[config.mk]
export PLATFORM = sky130hd
export DESIGN_NAME = exec_check_stage
export DESIGN_NICKNAME = d
export VERILOG_FILES = /design/src/rtl/exck_pkg.sv /design/src/rtl/exck_ctrl.sv /design/src/rtl/exck_dpath.sv /design/src/rtl/exec_check_stage.sv
export SDC_FILE = /design/constraint.sdc
export NUM_CORES = 1
export LEC_CHECK = 0
export ABC_AREA = 1
export BUFFER_PORTS_ARGS = -buffer_cell sky130_fd_sc_hd__buf_2
export CAP_MARGIN = 20
export CORE_UTILIZATION = 30
export DETAILED_ROUTE_END_ITERATION = 8
export PLACE_DENSITY = 0.53
export SYNTH_ARGS = -nofsm -noshare
export SYNTH_HDL_FRONTEND = slang
export SYNTH_SLANG_ARGS = --single-unit
[constraint.sdc]
create_clock -name clk -period 7.9 [get_ports clk]
set_clock_uncertainty 0.05 [all_clocks]
set_input_delay 1.185 -clock clk [delete_from_list [all_inputs] [get_ports clk]]
set_output_delay 1.185 -clock clk [all_outputs]
set_load 0.01 [all_outputs]
[src/rtl/exck_pkg.sv]
package exck_pkg;
  localparam int OPC_W   = 4;
  localparam int NUM_OPS = 8;
  localparam int SEL_W   = $clog2(NUM_OPS);

  localparam logic [OPC_W-1:0] OP_ADD = 4'd0;
  localparam logic [OPC_W-1:0] OP_SUB = 4'd1;
  localparam logic [OPC_W-1:0] OP_AND = 4'd2;
  localparam logic [OPC_W-1:0] OP_OR  = 4'd3;
  localparam logic [OPC_W-1:0] OP_XOR = 4'd4;
  localparam logic [OPC_W-1:0] OP_SLL = 4'd5;
  localparam logic [OPC_W-1:0] OP_SRL = 4'd6;
  localparam logic [OPC_W-1:0] OP_SLT = 4'd7;

  // Strobes from control to datapath
  typedef struct packed {
    logic capture;  // stage advances this edge
    logic load;     // a record is taken this edge
    logic checkEn;  // compare result may raise a fault
    logic selPrev;  // operands come from the previous checker stage
  } stageCtl_t;
endpackage

[src/rtl/exck_ctrl.sv]
module exck_ctrl
  import exck_pkg::*;
(
  input  logic      clk,
  input  logic      rstN,
  input  logic      inValid,
  input  logic      recoverMode,
  input  logic      stall,
  output stageCtl_t ctl,
  output logic      outValid
);

  always_comb begin
    ctl.capture = !stall;
    ctl.load    = !stall && inValid;
    ctl.checkEn = !stall && inValid && !recoverMode;
    ctl.selPrev = recoverMode;
  end

  always_ff @(posedge clk) begin
    if (!rstN)            outValid <= 1'b0;
    else if (ctl.capture) outValid <= inValid;
  end


  latency_one_chk: assert property (@(posedge clk) disable iff (!rstN)
    (inValid && !stall) |=> outValid);


  idle_clears_chk: assert property (@(posedge clk) disable iff (!rstN)
    (!inValid && !stall) |=> !outValid);

endmodule

[src/rtl/exck_dpath.sv]
module exck_dpath
  import exck_pkg::*;
#(
  parameter int DATA_W = 32,
  parameter int DEST_W = 5
) (
  input  logic              clk,
  input  logic              rstN,
  input  stageCtl_t         ctl,
  input  logic [DATA_W-1:0] coreOpA,
  input  logic [DATA_W-1:0] coreOpB,
  input  logic [DATA_W-1:0] prevOpA,
  input  logic [DATA_W-1:0] prevOpB,
  input  logic [OPC_W-1:0]  opcode,
  input  logic [DATA_W-1:0] predResult,
  input  logic [DEST_W-1:0] destNum,
  output logic              outFault,
  output logic [DATA_W-1:0] outResult,
  output logic [DEST_W-1:0] outDest
);

  localparam int SH_W = $clog2(DATA_W);

  logic [DATA_W-1:0] opA, opB;
  logic [SH_W-1:0]   shamt;
  logic [DATA_W-1:0] fuRes [NUM_OPS];
  logic              knownOp;
  logic [DATA_W-1:0] calc;
  logic              mismatch;

  // Routing multiplexer: core record or previous checker stage
  assign opA   = ctl.selPrev ? prevOpA : coreOpA;
  assign opB   = ctl.selPrev ? prevOpB : coreOpB;
  assign shamt = opB[SH_W-1:0];

  // Every functional unit sees the same operands
  always_comb begin
    fuRes[OP_ADD[SEL_W-1:0]] = opA + opB;
    fuRes[OP_SUB[SEL_W-1:0]] = opA - opB;
    fuRes[OP_AND[SEL_W-1:0]] = opA & opB;
    fuRes[OP_OR [SEL_W-1:0]] = opA | opB;
    fuRes[OP_XOR[SEL_W-1:0]] = opA ^ opB;
    fuRes[OP_SLL[SEL_W-1:0]] = opA << shamt;
    fuRes[OP_SRL[SEL_W-1:0]] = opA >> shamt;
    fuRes[OP_SLT[SEL_W-1:0]] = {{(DATA_W-1){1'b0}}, ($signed(opA) < $signed(opB))};
  end

  generate
    if (OPC_W > SEL_W) begin : g_wideOpc
      assign knownOp = (opcode[OPC_W-1:SEL_W] == '0);
    end else begin : g_fullOpc
      assign knownOp = 1'b1;
    end
  endgenerate

  assign calc     = knownOp ? fuRes[opcode[SEL_W-1:0]] : '0;
  assign mismatch = !knownOp || (calc != predResult);

  always_ff @(posedge clk) begin
    if (!rstN) begin
      outFault  <= 1'b0;
      outResult <= '0;
      outDest   <= '0;
    end else if (ctl.capture) begin
      if (ctl.load) begin
        outResult <= calc;
        outDest   <= destNum;
        outFault  <= ctl.checkEn && mismatch;
      end else begin
        outFault  <= 1'b0;
      end
    end
  end


  recover_no_fault_chk: assert property (@(posedge clk) disable iff (!rstN)
    (ctl.load && ctl.selPrev) |=> !outFault);


  stall_hold_chk: assert property (@(posedge clk) disable iff (!rstN)
    !ctl.capture |=> ($stable(outResult) && $stable(outFault) && $stable(outDest)));


  unknown_op_chk: assert property (@(posedge clk) disable iff (!rstN)
    (ctl.load && !ctl.selPrev && opcode >= OPC_W'(NUM_OPS)) |=> (outFault && outResult == '0));

endmodule

[src/rtl/exec_check_stage.sv]
module exec_check_stage
  import exck_pkg::*;
#(
  parameter int DATA_W = 32,
  parameter int DEST_W = 5
) (
  input  logic              clk,
  input  logic              rstN,
  input  logic              inValid,
  input  logic              recoverMode,
  input  logic              stall,
  input  logic [DATA_W-1:0] coreOpA,
  input  logic [DATA_W-1:0] coreOpB,
  input  logic [DATA_W-1:0] prevOpA,
  input  logic [DATA_W-1:0] prevOpB,
  input  logic [OPC_W-1:0]  opcode,
  input  logic [DATA_W-1:0] predResult,
  input  logic [DEST_W-1:0] destNum,
  output logic              outValid,
  output logic              outFault,
  output logic [DATA_W-1:0] outResult,
  output logic [DEST_W-1:0] outDest
);

  stageCtl_t ctl;

  exck_ctrl u_ctrl (
    .clk        (clk),
    .rstN       (rstN),
    .inValid    (inValid),
    .recoverMode(recoverMode),
    .stall      (stall),
    .ctl        (ctl),
    .outValid   (outValid)
  );

  exck_dpath #(.DATA_W(DATA_W), .DEST_W(DEST_W)) u_dpath (
    .clk       (clk),
    .rstN      (rstN),
    .ctl       (ctl),
    .coreOpA   (coreOpA),
    .coreOpB   (coreOpB),
    .prevOpA   (prevOpA),
    .prevOpB   (prevOpB),
    .opcode    (opcode),
    .predResult(predResult),
    .destNum   (destNum),
    .outFault  (outFault),
    .outResult (outResult),
    .outDest   (outDest)
  );


  fault_has_valid_chk: assert property (@(posedge clk) disable iff (!rstN)
    outFault |-> outValid);

endmodule

Yosys cells after proc, flatten, opt, wreduce, memory -nomap -nowiden --
Index checks and enable logic that the tools add are counted.
Operators by class: add/subtract/negate cells 2, $mul 0, div/mod/pow operators 0, order comparisons 2, equality and inequality tests 1, shift-type cells 2, mux-type cells 7, bitwise logic cells 5, reductions and logical operators 7
Operators with widths (number):
- $mux 32 | 5
- $bmux 32 s3 | 1
- $add 32x32->32 | 1
- $and 32x32->32 | 1
- $lt 32x32->1 | 1
- $ne 32x32->1 | 1
- $or 32x32->32 | 1
- $shl 32x5->32 | 1
- $shr 32x5->32 | 1
- $sub 32x32->32 | 1
- $xor 32x32->32 | 1
- $ge 4x4->1 const B | 1
- $not 3->4 | 1
- $logic_and 1x1->1 | 3
- $logic_not 1->1 | 2
- $reduce_and 2->1 | 1
- $logic_or 1x1->1 | 1
- $mux 1 | 1
- $not 1->1 | 1
Word-level totals: register bits 39, bits in latches 0, memory bits (writable) 0, memory bits (read-only) 0, input bits 174, output and inout port bits 39, word-level logic and storage cells 30, memories kept 0

Longest topological paths before layout --
depth after elaboration 10, depth in mapped cells 35, gate-level depth less buffers 31

Hierarchy --
From an unflattened synthesis, not the netlist that was laid out.
Unflattened totals: cell total of the unflattened synthesis 2527, area, all modules 12619.6 µm²
Modules (own cells, without submodules):
- exck_dpath | times used 1, cells an instance 2518, area each 12558.3 µm², sequential area each 760.7 µm²
- exck_ctrl | times used 1, cells an instance 9, area each 61.3 µm², sequential area each 20.0 µm²

Worst setup path before layout --
Ideal clock, no wire load.
path type input port to flip-flop, from input recoverMode, to register u_dpath.outFault, library setup time 116 ps, data arrival time 4304 ps, data required time 7734 ps, slack 3430 ps, stages 28, buffers on the path 6, cell sequence buf_4 > buf_6 > buf_4 > clkbuf_1 > clkbuf_1 > o21ai_0 > ha_1 > clkbuf_1 > nor2_1 > nand2_1 > nor3_1 > nand3_1 > nand3_1 > nand2_1 > nand3_1 > nand3_1 > nand2_1 > nand2_1 > nand2_1 > nand2_1 > nand2_1 > nand3_1 > nor2_1 > nand2_1 > nor2_1 > nand2_1 > nand2_1 > a21oi_1
Between the ends: word-level cells in the longest chain between the ends 10, elaborated cells on any way between the ends 20, classes of those cells 2 x add/sub; 1 x order compare; 1 x eq/ne; 2 x shift; 7 x mux; 3 x bitwise; 4 x reduce/logical
RTL lines:
- start, declared | RTL line exec_check_stage.sv:10 | input logic recoverMode,
- $mux 32 (on tied branches) | RTL line exck_dpath.sv:32, exck_dpath.sv:33
- $sub 32x32->32, or another cell as far along | RTL line exck_dpath.sv:39 | fuRes[OP_SUB[SEL_W-1:0]] = opA - opB;
- $bmux 32 s3 | RTL line exck_dpath.sv:56 | assign calc = knownOp ? fuRes[opcode[SEL_W-1:0]] : '0;
- $mux 32 (not written as such) (2 in a row) | RTL line exck_dpath.sv:56
- $mux 32 | RTL line exck_dpath.sv:56
- $ne 32x32->1 | RTL line exck_dpath.sv:57 | assign mismatch = !knownOp || (calc != predResult);
- $logic_or 1x1->1 | RTL line exck_dpath.sv:57
- $logic_and 1x1->1 (*) | RTL line exck_dpath.sv:68 | outFault <= ctl.checkEn && mismatch;
- $mux 1 (*) | RTL line exck_dpath.sv:65 | if (ctl.load) begin
- end signal, assigned | RTL line exck_dpath.sv:68
- end, declared | RTL line exck_dpath.sv:17 | output logic outFault,
Every way passes the cells marked *; elsewhere a longest branch is shown, timed or not. The select of a mux whose other input is x is not followed. A chain may end at the register's enable or synchronous reset.

Worst setup path after layout --
Ends and elaborated chain as after synthesis.

==> impl_metrics.csv <==
group,metric,value,unit
run_status,run_status,"complete, but fails checks",
run_status,failing_checks,"design-rule violations",
clocking,postCtsSetupBuffers,0,
yosys,post_synth_instance_area,12600,um^2
critical_path,worst_ep_arrival_time,5800,ps
sta,rsz_0062_raised_after_global_routing,"false",
clocking,post_cts_resize_count,0,
sta,worst_hold_slack,419,ps
yosys,synth.net_count,2828,
yosys,ys_async_sr_fraction,0,%
clocking,htreeDepth,2,
route,wire_per_inst,22.3,um
power,power.sequential.fraction,12.6,%
floorplan,floorplan_core_area,41200,um^2
sta,slew-limit-headroom,19.8,%
power,cellInternalPower,0.000680,W
yosys,synth_largest_type_area_fraction,26.4,%
critical_path,crit_required,8040,ps
critical_path,r2r_start,"u_dpath.outResult[27]$_SDFFE_PN0P_",
floorplan,die_w,207,um
yosys,synthMostInstantiatedCell,"sky130_fd_sc_hd__nand2_1",
yosys,ys_ff_latch,39,
global_routing,pin_count_of_the_biggest_net_entering_global_routing,80,
placement,post-place-cells,3188,
hold_path,hold_end,"u_ctrl.outValid$_SDFFE_PN0N_",
placement,half_perimeter_wire_length_after_placement,58700,um
hold_path,whs_path_depth,2,
floorplan,die_height,207,um
clocking,clk_pin_slew_worst_paths,70,ps
critical_path,setup.worst_path.end_class,"flip-flop",
finish,num-nets-final,2936,
sta,timing_max_transition_violations_final,0,
yosys,postSynthCellCount,2555,
yosys,synth.avg_cell_area,4.94,um^2
yosys,synth_top_flop_cell,"sky130_fd_sc_hd__dfxtp_1",
power,power_frac_comb,75.6,%
sta,final_period_minus_worst_setup_slack,5660,ps
route,viasPerCell,5.49,
yosys,netlist-cell-type-count,39,
yosys,synth_commonest_cells,"888 x sky130_fd_sc_hd__nand2_1, 442 x sky130_fd_sc_hd__nand3_1, 308 x sky130_fd_sc_hd__inv_1",
clocking,cts_hold_buffers_added,0,
finish,stdcell_area,14100,um^2
yosys,synth-seq-area-share,6.19,%
sta,period_share,71.6,%
yosys,synth_top_cell_by_area,"sky130_fd_sc_hd__nand2_1",
placement,port-buffer-count,212,
global_routing,initial_antenna_violation_count,1,
job,timing.max_cap.violations,0,
clocking,clkSinkCount,39,
sta,final-setup-viol-count,0,
power,clkPwrFrac,11.8,%
finish,final_layout_size_suffix_gt1_share,11.0,%
global_routing,grt_usage,32.3,%
route,antenna_violating_nets_post_route,0,
floorplan,placement_rows,74,
critical_path,reg2reg_depth,2,
placement,dpl-instance-area,13900,um^2
clocking,numCtsBuffers,5,
sta,tightest_slew,1190,ps
power,power.leakage,7.85,nW
critical_path,crit_path_max_fanout,52,
sta,max_clock_freq,177,MHz
yosys,synth_edf_count,0,
power,switching_power_total,0.00104,W
power,p_per_area,122,nW/um^2
finish,area_growth,11.6,%
power,switching_share,60.4,%
global_routing,grt_first_pass_wirelength,105000,um
floorplan,top_level_ports,213,
critical_path,crit_type,"input pin to flip-flop",
route,drt_first_iter_violations,2196,
clocking,ctsLongestPathBuffers,2,
finish,layoutNonFillerInstCount,3197,
route,detailedRoute.firstPassIterationCount,8,
floorplan,initial_utilization,30.6,%
sta,finalSetupTns,0,ps
yosys,synthesis.yosys.warnings,0,
placement,place_congestion,1.04,
clocking,tritoncts_clock_tree,"built",
global_routing,first_global_vias,16400,
power,max-vdd-ir-drop,76.0,uV
critical_path,critical_path.reg2reg.endpoint,"u_dpath.outResult[27]$_SDFFE_PN0P_",
sta,hold_violations,0,
route,routed-via-count,17600,
route,postRouteWirelength,71400,um
critical_path,setup.worst_path.start_class,"input pin",
critical_path,timing.reg2reg.setup_slack,7140,ps
clocking,cts-root-buf,"sky130_fd_sc_hd__clkbuf_16",
floorplan,die_area,42900,um^2
hold_path,hold_path.class,"flip-flop to flip-flop",
global_routing,grt_overflow_total,0,
clocking,clock_latency,290,ps
yosys,synthTopCellsByArea,"sky130_fd_sc_hd__nand2_1 26%, sky130_fd_sc_hd__nand3_1 18%, sky130_fd_sc_hd__ha_1 9.6%",
hold_path,min-delay-start,"u_ctrl.outValid$_SDFFE_PN0N_",
route,detail_route.drc_violations,3,
[worst max-delay path: stages]
cell and delay (ps):
sky130_fd_sc_hd__buf_4 370, sky130_fd_sc_hd__buf_4 550, sky130_fd_sc_hd__nand2_1 130, sky130_fd_sc_hd__nand2_2 300, sky130_fd_sc_hd__inv_1 370, sky130_fd_sc_hd__ha_1 570, sky130_fd_sc_hd__inv_1 110, sky130_fd_sc_hd__nand2_1 70
sky130_fd_sc_hd__nand2_1 60, sky130_fd_sc_hd__inv_1 50, sky130_fd_sc_hd__nand3_1 170, sky130_fd_sc_hd__nand2_1 140, sky130_fd_sc_hd__nand2_1 100, sky130_fd_sc_hd__nand2_1 110, sky130_fd_sc_hd__nand2_1 70, sky130_fd_sc_hd__nand2_1 70
sky130_fd_sc_hd__a21oi_1 60, sky130_fd_sc_hd__o21ai_0 440, sky130_fd_sc_hd__nand2_1 200, sky130_fd_sc_hd__nand3b_1 130, sky130_fd_sc_hd__nand2_1 60, sky130_fd_sc_hd__nor2_1 90, sky130_fd_sc_hd__nand2_1 60, sky130_fd_sc_hd__nor2_1 80
sky130_fd_sc_hd__nand2_1 60, sky130_fd_sc_hd__nand2_1 60, sky130_fd_sc_hd__a21oi_1 50
[cells by family (layout without fill, tap and decap cells)]
family	Yosys count	in the layout	synth area share (%)
and+or+nand+nor	1582	1582	53.5
buffers and inverters	448	557	14.2
AOI/OAI and AO/OA	385	385	16.1
adders and majority gates	99	99	9.94
DFF	39	39	6.19
xor gates and xnor gates	2	2	0.139
other	0	1	0
[worst max-delay path by stage]
stage / startpoint / to / slack (ps) / cells past startpoint
6_report: recoverMode / u_dpath.outFault$_SDFFE_PN0N_ / 2240 / 27
5_1_grt: recoverMode / u_dpath.outFault$_SDFFE_PN0N_ / 1870 / 26
4_1_cts: recoverMode / u_dpath.outFault$_SDFFE_PN0N_ / 2340 / 27
3_5_place_dp: recoverMode / u_dpath.outFault$_SDFFE_PN0N_ / 2030 / 27
3_3_place_gp: recoverMode / u_dpath.outFault$_SDFFE_PN0N_ / 2100 / 27
2_1_floorplan: recoverMode / u_dpath.outFault$_SDFFE_PN0N_ / 3430 / 28
[per-layer routing]
| metal | vias up | global-route usage (%) | share of wire, % |
|---|---|---|---|
| li1 | 8443 | - | - |
| met1 | 8069 | 43.4 | 43 |
| met2 | 897 | 50.7 | 43 |
| met3 | 141 | 3.46 | 8.0 |
| met4 | 0 | 17.4 | 6.2 |
| met5 | - | 0 | 0 |
[per-stage QoR]
stage / total power (W) / worst slack [ps] / utilization, %
after detailed placement: 0.00147 / 2030 / 33.8
final: 0.00172 / 2240 / 34.2
after floorplan: 0.00101 / 3430 / -
after global routing: 0.00184 / 1870 / 34.2
after CTS: 0.00168 / 2340 / 34.2
after global placement: 0.00148 / 2100 / 33.8
[power groups by stage]
stage | clock network [W] | logic (W) | registers (W)
after floorplan | 0 | 0.000787 | 0.000226
after global placement | 0 | 0.00125 | 0.000221
after detailed placement | 0 | 0.00125 | 0.000221
after CTS | 0.000205 | 0.00126 | 0.000217
after global routing | 0.000216 | 0.00141 | 0.000218
final | 0.000202 | 0.00130 | 0.000217
[cell usage in the layout (no fill, tap or decap), types with 3 or more instances in the layout]
cell type / instances
sky130_fd_sc_hd__a31oi_1: 5
sky130_fd_sc_hd__nor2_2: 3
sky130_fd_sc_hd__ha_1: 97
sky130_fd_sc_hd__clkbuf_16: 5
sky130_fd_sc_hd__nand2_1: 888
sky130_fd_sc_hd__nor3_1: 10
sky130_fd_sc_hd__nand4_1: 23
sky130_fd_sc_hd__o21ai_0: 151
sky130_fd_sc_hd__nand3_1: 442
sky130_fd_sc_hd__buf_4: 23
sky130_fd_sc_hd__or2_2: 33
sky130_fd_sc_hd__inv_1: 308
sky130_fd_sc_hd__nand3b_1: 19
sky130_fd_sc_hd__buf_2: 211
sky130_fd_sc_hd__o21ai_1: 17
sky130_fd_sc_hd__dfxtp_1: 39
sky130_fd_sc_hd__o21ai_4: 3
sky130_fd_sc_hd__o21bai_1: 8
sky130_fd_sc_hd__nor2_1: 156
sky130_fd_sc_hd__a21oi_1: 179
sky130_fd_sc_hd__inv_2: 4
sky130_fd_sc_hd__o211ai_1: 14
[state kept, by name (all words and copies together), names as in the netlist]
signal	cells
u_ctrl.outValid	1
u_dpath.outDest	5
u_dpath.outFault	1
u_dpath.outResult	32
[final cells by class]
type                            instances  area (um^2)
Antenna cell                            1         2.50
Clock inverter                          3         20.0
Multi-Input combinational cell       2068        10100
Fill cell                            4838        27100
Clock buffer                            5          125
Timing Repair Buffer                  234         1230
Sequential cell                        39          781
Tap cell                              532          666
Inverter                              315         1180
No activity file was read; power rests on OpenSTA's default activity.
